## src/rtl/nco_pkg.sv

```systemverilog
package nco_pkg;

   // Quarter-wave square decode: high over the middle half of a turn.
   function automatic logic quad_cos(input logic msb, input logic nxt);
      return msb ^ nxt;
   endfunction

endpackage

```

## src/rtl/nco_acc_slice.sv

```systemverilog
module nco_acc_slice #(
   parameter int W = 8
) (
   input  logic         clk_i,
   input  logic         rst_i,
   input  logic [W-1:0] addend_i,
   input  logic         carry_i,
   output logic [W-1:0] sum_o,
   output logic         carry_o
);

   logic [W-1:0] sum_q;
   logic         carry_q;
   logic [W:0]   total;

   assign total = {1'b0, sum_q} + {1'b0, addend_i} + {{W{1'b0}}, carry_i};

   always_ff @(posedge clk_i) begin
      if (rst_i) begin
         sum_q   <= '0;
         carry_q <= 1'b0;
      end else begin
         sum_q   <= total[W-1:0];
         carry_q <= total[W];
      end
   end

   assign sum_o   = sum_q;
   assign carry_o = carry_q;

endmodule

```

## src/rtl/nco_phase_mod.sv

```systemverilog
module nco_phase_mod #(
   parameter int W = 8
) (
   input  logic         clk_i,
   input  logic         rst_i,
   input  logic [W-1:0] phase_i,
   input  logic [W-1:0] offset_i,
   output logic [W-1:0] mod_o
);

   logic [W-1:0] mod_q;

   always_ff @(posedge clk_i) begin
      if (rst_i) mod_q <= '0;
      else       mod_q <= phase_i + offset_i;
   end

   assign mod_o = mod_q;

endmodule

```

## src/rtl/nco_square.sv

```systemverilog
module nco_square #(
   parameter int W = 8
) (
   input  logic [W-1:0] phase_i,
   output logic         sin_o,
   output logic         cos_o
);
   import nco_pkg::*;

   if (W < 2) begin : g_bad_width
      $error("nco_square: phase width must be at least 2");
   end

   logic unused_low;
   if (W > 2) begin : g_low
      assign unused_low = ^phase_i[W-3:0];
   end else begin : g_nolow
      assign unused_low = 1'b0;
   end

   assign sin_o = phase_i[W-1];
   assign cos_o = quad_cos(phase_i[W-1], phase_i[W-2]);

endmodule

```

## src/rtl/nco_pipe_accum.sv

```systemverilog
module nco_pipe_accum #(
   parameter int SLICE_W    = 8,
   parameter int NUM_SLICES = 4
) (
   input  logic                          clk_i,
   input  logic                          rst_i,
   input  logic [SLICE_W*NUM_SLICES-1:0] freq_skew_i,
   input  logic [SLICE_W-1:0]            phase_word_i,
   output logic [SLICE_W-1:0]            phase_o,
   output logic [SLICE_W-1:0]            mod_phase_o,
   output logic                          sin_o,
   output logic                          cos_o,
   output logic                          mod_sin_o,
   output logic                          mod_cos_o
);

   localparam int ACC_W = SLICE_W * NUM_SLICES;
   localparam int CW    = (NUM_SLICES > 1) ? NUM_SLICES - 1 : 1;

   if (NUM_SLICES < 2) begin : g_bad_slices
      $error("nco_pipe_accum: at least two slices are required");
   end
   if (SLICE_W < 2) begin : g_bad_slice_w
      $error("nco_pipe_accum: slice width must be at least 2");
   end
   if (ACC_W > 64) begin : g_bad_acc
      $error("nco_pipe_accum: accumulator wider than 64 bits");
   end

   logic [CW-1:0]      carry_q;
   logic [SLICE_W-1:0] phase_q;

   for (genvar k = 0; k < NUM_SLICES; k++) begin : g_slice
      logic cin;
      if (k == 0) begin : g_lsb
         assign cin = 1'b0;
      end else begin : g_up
         assign cin = carry_q[k-1];
      end

      if (k == NUM_SLICES - 1) begin : g_msb
         logic carry_unused;
         nco_acc_slice #(.W(SLICE_W)) u_slice (
            .clk_i    (clk_i),
            .rst_i    (rst_i),
            .addend_i (freq_skew_i[k*SLICE_W +: SLICE_W]),
            .carry_i  (cin),
            .sum_o    (phase_q),
            .carry_o  (carry_unused)
         );
      end else begin : g_low
         logic [SLICE_W-1:0] sum_unused;
         nco_acc_slice #(.W(SLICE_W)) u_slice (
            .clk_i    (clk_i),
            .rst_i    (rst_i),
            .addend_i (freq_skew_i[k*SLICE_W +: SLICE_W]),
            .carry_i  (cin),
            .sum_o    (sum_unused),
            .carry_o  (carry_q[k])
         );
      end
   end

   nco_phase_mod #(.W(SLICE_W)) u_mod (
      .clk_i    (clk_i),
      .rst_i    (rst_i),
      .phase_i  (phase_q),
      .offset_i (phase_word_i),
      .mod_o    (mod_phase_o)
   );

   nco_square #(.W(SLICE_W)) u_sq_raw (
      .phase_i (phase_q),
      .sin_o   (sin_o),
      .cos_o   (cos_o)
   );

   nco_square #(.W(SLICE_W)) u_sq_mod (
      .phase_i (mod_phase_o),
      .sin_o   (mod_sin_o),
      .cos_o   (mod_cos_o)
   );

   assign phase_o = phase_q;

endmodule

```

## config.mk

```make
export PLATFORM = sky130hd
export DESIGN_NAME = nco_pipe_accum
export DESIGN_NICKNAME = d
export VERILOG_FILES = /design/src/rtl/nco_pkg.sv /design/src/rtl/nco_acc_slice.sv /design/src/rtl/nco_phase_mod.sv /design/src/rtl/nco_square.sv /design/src/rtl/nco_pipe_accum.sv
export SDC_FILE = /design/constraint.sdc
export NUM_CORES = 1
export LEC_CHECK = 0
export ABC_CLOCK_PERIOD_IN_PS = 2100
export BUFFER_PORTS_ARGS = -buffer_cell sky130_fd_sc_hd__buf_2
export CAP_MARGIN = 20
export CORE_MARGIN = 10
export CORE_UTILIZATION = 37
export DETAILED_ROUTE_END_ITERATION = 6
export HOLD_SLACK_MARGIN = 0.1
export PLACE_DENSITY = 0.58
export RECOVER_POWER = 25
export SYNTH_ARGS = -nofsm -noshare
export SYNTH_HDL_FRONTEND = slang
export SYNTH_SLANG_ARGS = --single-unit
```

## constraint.sdc

```tcl
create_clock -name clk_i -period 2.1 [get_ports clk_i]
set_input_delay 0 -clock clk_i [delete_from_list [all_inputs] [get_ports clk_i]]
set_output_delay 0 -clock clk_i [all_outputs]
set_load 0.01 [all_outputs]
```

=== After elaboration in Yosys (flattened, before gate mapping) ===
Cells that the tools add are included.

* Register bits: 43
* Input port bits: 42

* Add/sub/neg operators: 8
* Bitwise gates (word level): 2

{| class="wikitable"
|+ Operators by type and width
! operator !! count
|-
| adder 8 x 8 -> 9 bit || 3
|-
| adder 9 x 1 -> 9 bit || 2
|-
| adder 8 bit || 2
|-
| adder 8 x 1 -> 8 bit || 1
|-
| bitwise XOR 1 bit || 2
|}

=== Depth between registers and ports, before layout ===
Gate-level depths: netlist (run 1).

* Depth in word-level cells: 2
* Gate-level depth with buffers: 7
* Mapped depth without buffers: 7

=== Modules after synthesis ===
From an unflattened synthesis (run 1), not the netlist that was laid out.

* Cells, all modules: 305
* Area total of the unflattened synthesis: 2914.0 um^2

{| class="wikitable"
|+ Modules (own cells, without submodules)
! module !! times used !! cells an instance !! area an instance (um^2) !! seq. area each (um^2)
|-
| nco_acc_slice (g_slice[2].g_low.u_slice ...) || 2 || 61 || 588.1 || 180.2
|-
| nco_acc_slice (g_slice[1].g_low.u_slice) || 1 || 61 || 604.3 || 180.2
|-
| nco_acc_slice (g_slice[0].g_low.u_slice) || 1 || 59 || 564.3 || 180.2
|-
| nco_phase_mod || 1 || 58 || 533.0 || 160.2
|-
| nco_square || 2 || 2 || 16.3 || 0.0
|-
| nco_pipe_accum || 1 || 1 || 3.8 || 0.0
|}

=== Least setup slack after synthesis (run 1) ===
OpenSTA, ideal clock, no wires.

* Kind: register -> register
* Start point: register g_slice[1].g_low.u_slice.sum_q[0]
* End point: register g_slice[1].g_low.u_slice.sum_q[6]
* Setup time: 80 ps
* Data arrival time: 1844 ps
* Data required time: 2020 ps
* Setup slack: 176 ps
* Cell stages (with the launch flop): 7
* Path buffers: 0
* Clock period less this slack: 1924 ps
* Cell sequence: dfxtp_1 -> fa_1 -> fa_1 -> a21oi_1 -> o21ai_0 -> o31ai_1 -> nor3b_1

* Cells in the longest elaborated chain, start to end: 2

{| class="wikitable"
|+ RTL lines
! item !! RTL line !! source
|-
| start: declaration || nco_acc_slice.sv:12 || <nowiki>logic [W-1:0] sum_q;</nowiki>
|-
| start signal: assignment || nco_acc_slice.sv:23 || <nowiki>sum_q <= total[W-1:0];</nowiki>
|-
| adder 8 x 8 -> 9 bit || nco_acc_slice.sv:16 || <nowiki>assign total = {1'b0, sum_q} + {1'b0, addend_i} + {{W{1'b0}}, carry_i};</nowiki>
|-
| adder 9 x 1 -> 9 bit || nco_acc_slice.sv:16 ||
|}

No other way between the ends.
A chain may end at the register's enable or synchronous reset.

=== Worst setup path after layout (run 1) ===
* Start point: input freq_skew_i[16]
* End point: register g_slice[2].g_low.u_slice.sum_q[6]

* Cells in the longest elaborated chain, start to end: 2

{| class="wikitable"
|+ RTL lines
! item !! RTL line !! source
|-
| start: declaration || nco_pipe_accum.sv:7 || <nowiki>input logic [SLICE_W*NUM_SLICES-1:0] freq_skew_i,</nowiki>
|-
| adder 8 x 8 -> 9 bit || nco_acc_slice.sv:16 ||
|-
| adder 9 x 1 -> 9 bit || nco_acc_slice.sv:16 ||
|-
| end signal: assignment || nco_acc_slice.sv:23 ||
|-
| end: declaration || nco_acc_slice.sv:12 ||
|}

No other way between the ends.

==> impl_metrics.json, run 1 <==
{
  "outcome": "completed",
  "ys.flop_type": "dfxtp_1",
  "final_cell_mix": "buf_2 (46), dfxtp_1 (43), ha_1 (35)",
  "place.gp.congestion": 0.770,
  "cts.sinks": 43,
  "diodes": 0,
  "clkTransAtPathRegs_ns": 0.08,
  "yosysSeqAreaShare": 0.322,
  "grt_pass1_vias": 2316,
  "hpwl_mm": 4.81,
  "antenna_left": 0,
  "final_core_util": 0.466,
  "required_ns": 2.31,
  "top_usage_layer": "met2",
  "vdd_ir_drop_max_uv": 412,
  "critPathArrivalTime_ns": 2.20,
  "die_w_um": 105,
  "wire_per_inst_um": 13.0,
  "drive_above_1_share": 0.201,
  "async_flop_share": 0,
  "grt_pass1_wl_mm": 10.4,
  "met1_usage": 0.134,
  "synth_nets": 374,
  "avgSynthCellArea_um2": 9.24,
  "finalWirelength_mm": 5.94,
  "syn_inst": 289,
  "synth_edf_count": 0,
  "crit_type": "input pin to register",
  "period_minus_slack_ns": 1.99,
  "final_nets": 443,
  "report.final.slew_viol_count": 0,
  "p_per_area_nw_per_um2": 1280,
  "p_leak_uw": 0.00141,
  "antenna_found_initial": 0,
  "final_common_cell": "buf_2",
  "grt.total_usage": 0.112,
  "period_share": 0.949,
  "syn2layout_area_growth_pct": 20.6,
  "slew_headroom": 0.592,
  "grt_use_met3": 0.0295,
  "endpoint_kind": "register",
  "fin_skew_ns": 0.0103,
  "final.setup.worst_slack_ns": 0.107,
  "synth-seq-cells": 43,
  "cts_tree": "yes",
  "cp_max_fo": 4,
  "hold_path_class": "input pin to register",
  "postCtsSetupBuffers": 0,
  "n_fill_cell": 726,
  "ios": 62,
  "max_stage_delay_ns": 0.54,
  "initial_core_util": 0.387,
  "cp-start-kind": "input pin",
  "die_h_um": 105,
  "fin_cells": 455,
  "synth_area_um2": 2670,
  "cts.htree.levels": 2,
  "max_freq_ghz": 0.502,
  "clock_latency_ns": 0.30,
  "yosysUniqueCellTypes": 36,
  "drt-pass1-iter-count": 4,
  "setup_viol": 0,
  "vias_per_cell": 4.84,
  "drcViolationCount": 0,
  "grt_max_degree": 31,
  "cts_root_buffer": "clkbuf_8",
  "path_cells": "dlygate4sd3_1 -> buf_2 -> fa_2 -> inv_2 -> fa_2 -> nor2b_4 -> o31a_1 -> or3_1 -> a221oi_2",
  "cpMaxStageDelayCell": "dlygate4sd3_1",
  "dp.cells": 442,
  "max_cap_violations": 0,
  "crit_top_cell": "fa_2",
  "cts_max_path_buffers": 2,
  "vias": 2204,
  "use_met2": 0.185,
  "finalHoldViolCount": 0,
  "portBuffers": 61,
  "worst_pin_slew_ns": 0.611,
  "grt_overflow": 0,
  "rsz0062_at_grt": "no",
  "placementRows": 30,
  "cts_made_buffers": 5,
  "yosysWarnings": 0,
  "coreArea_um2": 6910,
  "drtIter0Drc": 85,
  "dieArea_um2": 11000,
  "place_ws_ns": -0.00267
}
## final timing paths
path	startpoint	to	slack [ns]	depth (start not counted)
worst max register to register	g_slice[1].g_low.u_slice.sum_o[0]	g_slice[1].g_low.u_slice.sum_o[6]	0.14	6
worst min register to register	g_slice[0].g_low.u_slice.sum_o[0]	g_slice[0].g_low.u_slice.sum_o[0]	0.63	2
worst min-delay path	freq_skew_i[24]	g_slice[3].g_msb.u_slice.sum_o[0]	0.11	3
worst max-delay path	freq_skew_i[16]	g_slice[2].g_low.u_slice.sum_o[6]	0.11	9
## per-layer routing
metal  wire, um  vias to the layer above
met5          0                        -
met4         82                        0
met3        250                        8
met2       2790                       39
met1       2810                     1001
li1           -                     1156
## cells by family after synthesis
family	synth area share
adders and majority gates	0.224
DFF	0.322
and+or+nand+nor	0.184
AOI/OAI and AO/OA	0.149
muxes	0.0211
xor gates and xnor gates	0.0590
buffers and inverters	0.0403
## cell usage after synthesis, types with 2 or more instances
cell       instances  share of area
a211oi_1           6          0.017
a21oi_1            9          0.017
buf_1              2         0.0028
buf_2              2         0.0037
buf_4              2         0.0056
clkbuf_1           2         0.0028
dfxtp_1           43           0.32
fa_1               8          0.060
ha_1              35           0.16
inv_1             18          0.025
mux2_2             5          0.021
nand2_1            9          0.013
nand2b_1           3         0.0070
nand3_1           12          0.022
nor2_1            34          0.048
nor2b_1           16          0.037
nor3_1            10          0.019
nor3b_1            4          0.011
nor4b_1            4          0.013
o2111ai_1          6          0.020
o211ai_1           5          0.014
o21a_1             6          0.017
o21ai_0           12          0.022
o21bai_1           5          0.014
o31ai_1            4          0.011
xnor2_1           16          0.052
xor2_1             2         0.0066
## per-stage QoR
step	instance area (um2)	TNS [ns]	power [uW]	hold slack, ns
2_1_floorplan	2670	0	3060	0.234
3_3_place_gp	3090	0	3580	0.335
3_5_place_dp	3090	-0.00267	3630	0.360
4_1_cts	3230	0	4210	0.102
5_1_grt	3220	0	4580	0.142
6_report	3220	0	4130	0.113
## sequential cells by signal, summed over array words and instances (netlist names)
signal                         cells
g_slice.g_low.u_slice.carry_o      3
u_mod.mod_o                        8
g_slice.g_msb.u_slice.sum_o        8
g_slice.g_low.u_slice.sum_o       24
## power breakdown
group | switching [uW] | total [uW] | internal (uW)
clock | 299 | 532 | 233
combinational | 1170 | 2260 | 1090
sequential | 188 | 1340 | 1160
total | 1650 | 4130 | 2480
## layout make-up
| cell class | instances | area, um2 | share of cell area |
|---|---|---|---|
| repair buffers | 70 | 367 | 0.114 |
| flip-flops and latches | 43 | 861 | 0.267 |
| clock buffers | 6 | 72.6 | 0.0225 |
| well taps | 96 | 120 | 0.0373 |
| multi-input cells | 220 | 1720 | 0.534 |
| inverters | 18 | 67.6 | 0.0210 |
| clock inverters | 2 | 12.5 | 0.00388 |
## worst max-delay path: cells and delay by family
kind | cells | cell delay (ns)
compound gates | 2 | 0.47
fa+ha+maj | 2 | 0.61
buf+inv | 3 | 0.75
simple gates | 2 | 0.38
## timing repair
action	4_1_cts	5_1_grt
hold buffers	5	0
pin swaps	1	2
gates resized for setup	3	4
endpoints found under the hold margin	5	0
endpoints found under the setup margin	1	3
Note: power is estimated with default switching activity, not from simulation.
==> inputs of run 2 (changes only) <==
CORE_MARGIN = unset   (was 10)
==> run 2 against run 1 <==
Net effect: core utilization increased by 0.054 points; die area down 31%; via count fell by 2.3%; critical endpoint unchanged; wire length decreased by 14%; non-clock buffer count decreased by 5.
==> impl_metrics.json, run 2 (synthesis results as in run 1) <==
{
  "outcome": "completed",
  "max_cap_violations": 0,
  "placementRows": 30,
  "finalWirelength_mm": 5.12,
  "clock_latency_ns": 0.30,
  "grt_max_degree": 56,
  "drtIter0Drc": 41,
  "finalHoldViolCount": 0,
  "ios": 62,
  "crit_top_cell": "fa_2",
  "critPathArrivalTime_ns": 2.23,
  "report.final.slew_viol_count": 0,
  "max_stage_delay_ns": 0.55,
  "cp-start-kind": "input pin",
  "grt_overflow": 0,
  "final_nets": 438,
  "hold_path_class": "input pin to register",
  "cts_tree": "yes",
  "coreArea_um2": 6870,
  "cp_top_family": "buffers and inverters",
  "grt_pass1_vias": 2018,
  "place_ws_ns": 0.00516,
  "rsz0062_at_grt": "no",
  "cts.htree.levels": 2,
  "cp_max_fo": 4,
  "cts_made_buffers": 5,
  "die_h_um": 87.0,
  "cts_root_buffer": "clkbuf_8",
  "place.gp.congestion": 0.771,
  "path_cells": "dlygate4sd3_1 -> buf_2 -> fa_2 -> inv_2 -> fa_2 -> nor2b_4 -> o31a_1 -> or3_1 -> a221oi_2",
  "p_leak_uw": 0.00141,
  "fin_skew_ns": 0.0115,
  "period_share": 0.962,
  "dieArea_um2": 7560,
  "setup_viol": 0,
  "final_common_cell": "buf_2",
  "antenna_left": 0,
  "largest_reg_flops": 24,
  "drt-pass1-iter-count": 4,
  "final.setup.worst_slack_ns": 0.0798,
  "final_cell_mix": "buf_2 (47), dfxtp_1 (43), ha_1 (35)",
  "drcViolationCount": 0,
  "grt.total_usage": 0.147,
  "die_w_um": 87.0,
  "vias": 2153,
  "portBuffers": 61,
  "p_per_area_nw_per_um2": 1310,
  "crit_type": "input pin to register",
  "cts_max_path_buffers": 2,
  "cp_num_buf_inv": 3,
  "clkTransAtPathRegs_ns": 0.08,
  "drive_above_1_share": 0.192,
  "fin_setup_tns_ns": 0,
  "n_fill_cell": 702,
  "grt_pass1_wl_mm": 8.75,
  "vdd_ir_drop_max_uv": 503,
  "postCtsSetupBuffers": 0,
  "initial_core_util": 0.389,
  "worst_pin_slew_ns": 0.992,
  "syn2layout_area_growth_pct": 20.1,
  "diodes": 0,
  "cpMaxStageDelayCell": "dlygate4sd3_1",
  "cts.sinks": 43,
  "antenna_found_initial": 0,
  "vias_per_cell": 4.78,
  "slew_headroom": 0.339,
  "endpoint_kind": "register",
  "max_freq_ghz": 0.495,
  "period_minus_slack_ns": 2.02,
  "wire_per_inst_um": 11.4,
  "required_ns": 2.30,
  "hpwl_mm": 3.97
}
==> run 2: stage by stage <==
step / util / cell area (um2) / power, uW / instances / hold WS, ns
after floorplan: - / 2670 / 3060 / 289 / 0.234
after global placement: 0.445 / 3060 / 3550 / 438 / 0.335
after detailed placement: 0.445 / 3060 / 3570 / 438 / 0.341
after CTS: 0.469 / 3220 / 4290 / 450 / 0.101
after global routing: 0.467 / 3210 / 4620 / 450 / 0.125
final: 0.467 / 3210 / 4200 / 450 / 0.103
==> run 2: final timing paths <==
| path | startpoint | end | slack [ns] | depth (start not counted) |
|---|---|---|---|---|
| max | freq_skew_i[16] | g_slice[2].g_low.u_slice.sum_o[6] | 0.08 | 9 |
| min | phase_word_i[7] | u_mod.mod_o[7] | 0.10 | 4 |
| max reg2reg | g_slice[1].g_low.u_slice.sum_o[0] | g_slice[1].g_low.u_slice.sum_o[6] | 0.13 | 6 |
| min reg2reg | g_slice[0].g_low.u_slice.sum_o[0] | g_slice[0].g_low.u_slice.sum_o[0] | 0.56 | 2 |
==> run 2: routing by layer <==
metal,routed length [um],GRT usage
met5,0,0
met4,78,0.0455
met3,205,0.0351
met2,2310,0.241
met1,2530,0.190
==> run 2: worst reg2reg max path: cells and delay by family, from the launching register on <==
| family | cells | cell delay [ns] |
|---|---|---|
| adder cells (fa/ha/maj) | 2 | 0.81 |
| AND/OR/NAND/NOR | 1 | 0.21 |
| flip-flops | 1 | 0.32 |
| AO/OA/AOI/OAI | 3 | 0.56 |
==> run 2: power by group <==
| part | switching [uW] | leakage (uW) | internal, uW |
|---|---|---|---|
| logic | 1120 | 0.000991 | 1070 |
| clock network | 291 | 0.0000612 | 385 |
| registers | 183 | 0.000358 | 1160 |
| total | 1590 | 0.00141 | 2610 |
==> run 2: what timing repair did <==
item	4_1_cts	5_1_grt
hold endpoints to repair	4	0
gates cloned	0	0
resized for setup	2	4
endpoints found under the setup margin	2	3
hold buffers	4	0
pin swaps	1	3
==> run 2: cell type report <==
type                            instances  area, um2  share of cell area
Sequential cell                        43        861               0.268
Clock buffer                            6       82.6              0.0257
Multi-Input combinational cell        220       1710               0.534
Clock inverter                          2       35.0              0.0109
Timing Repair Buffer                   65        328               0.102
Tap cell                               96        120              0.0374
Inverter                               18       67.6              0.0211
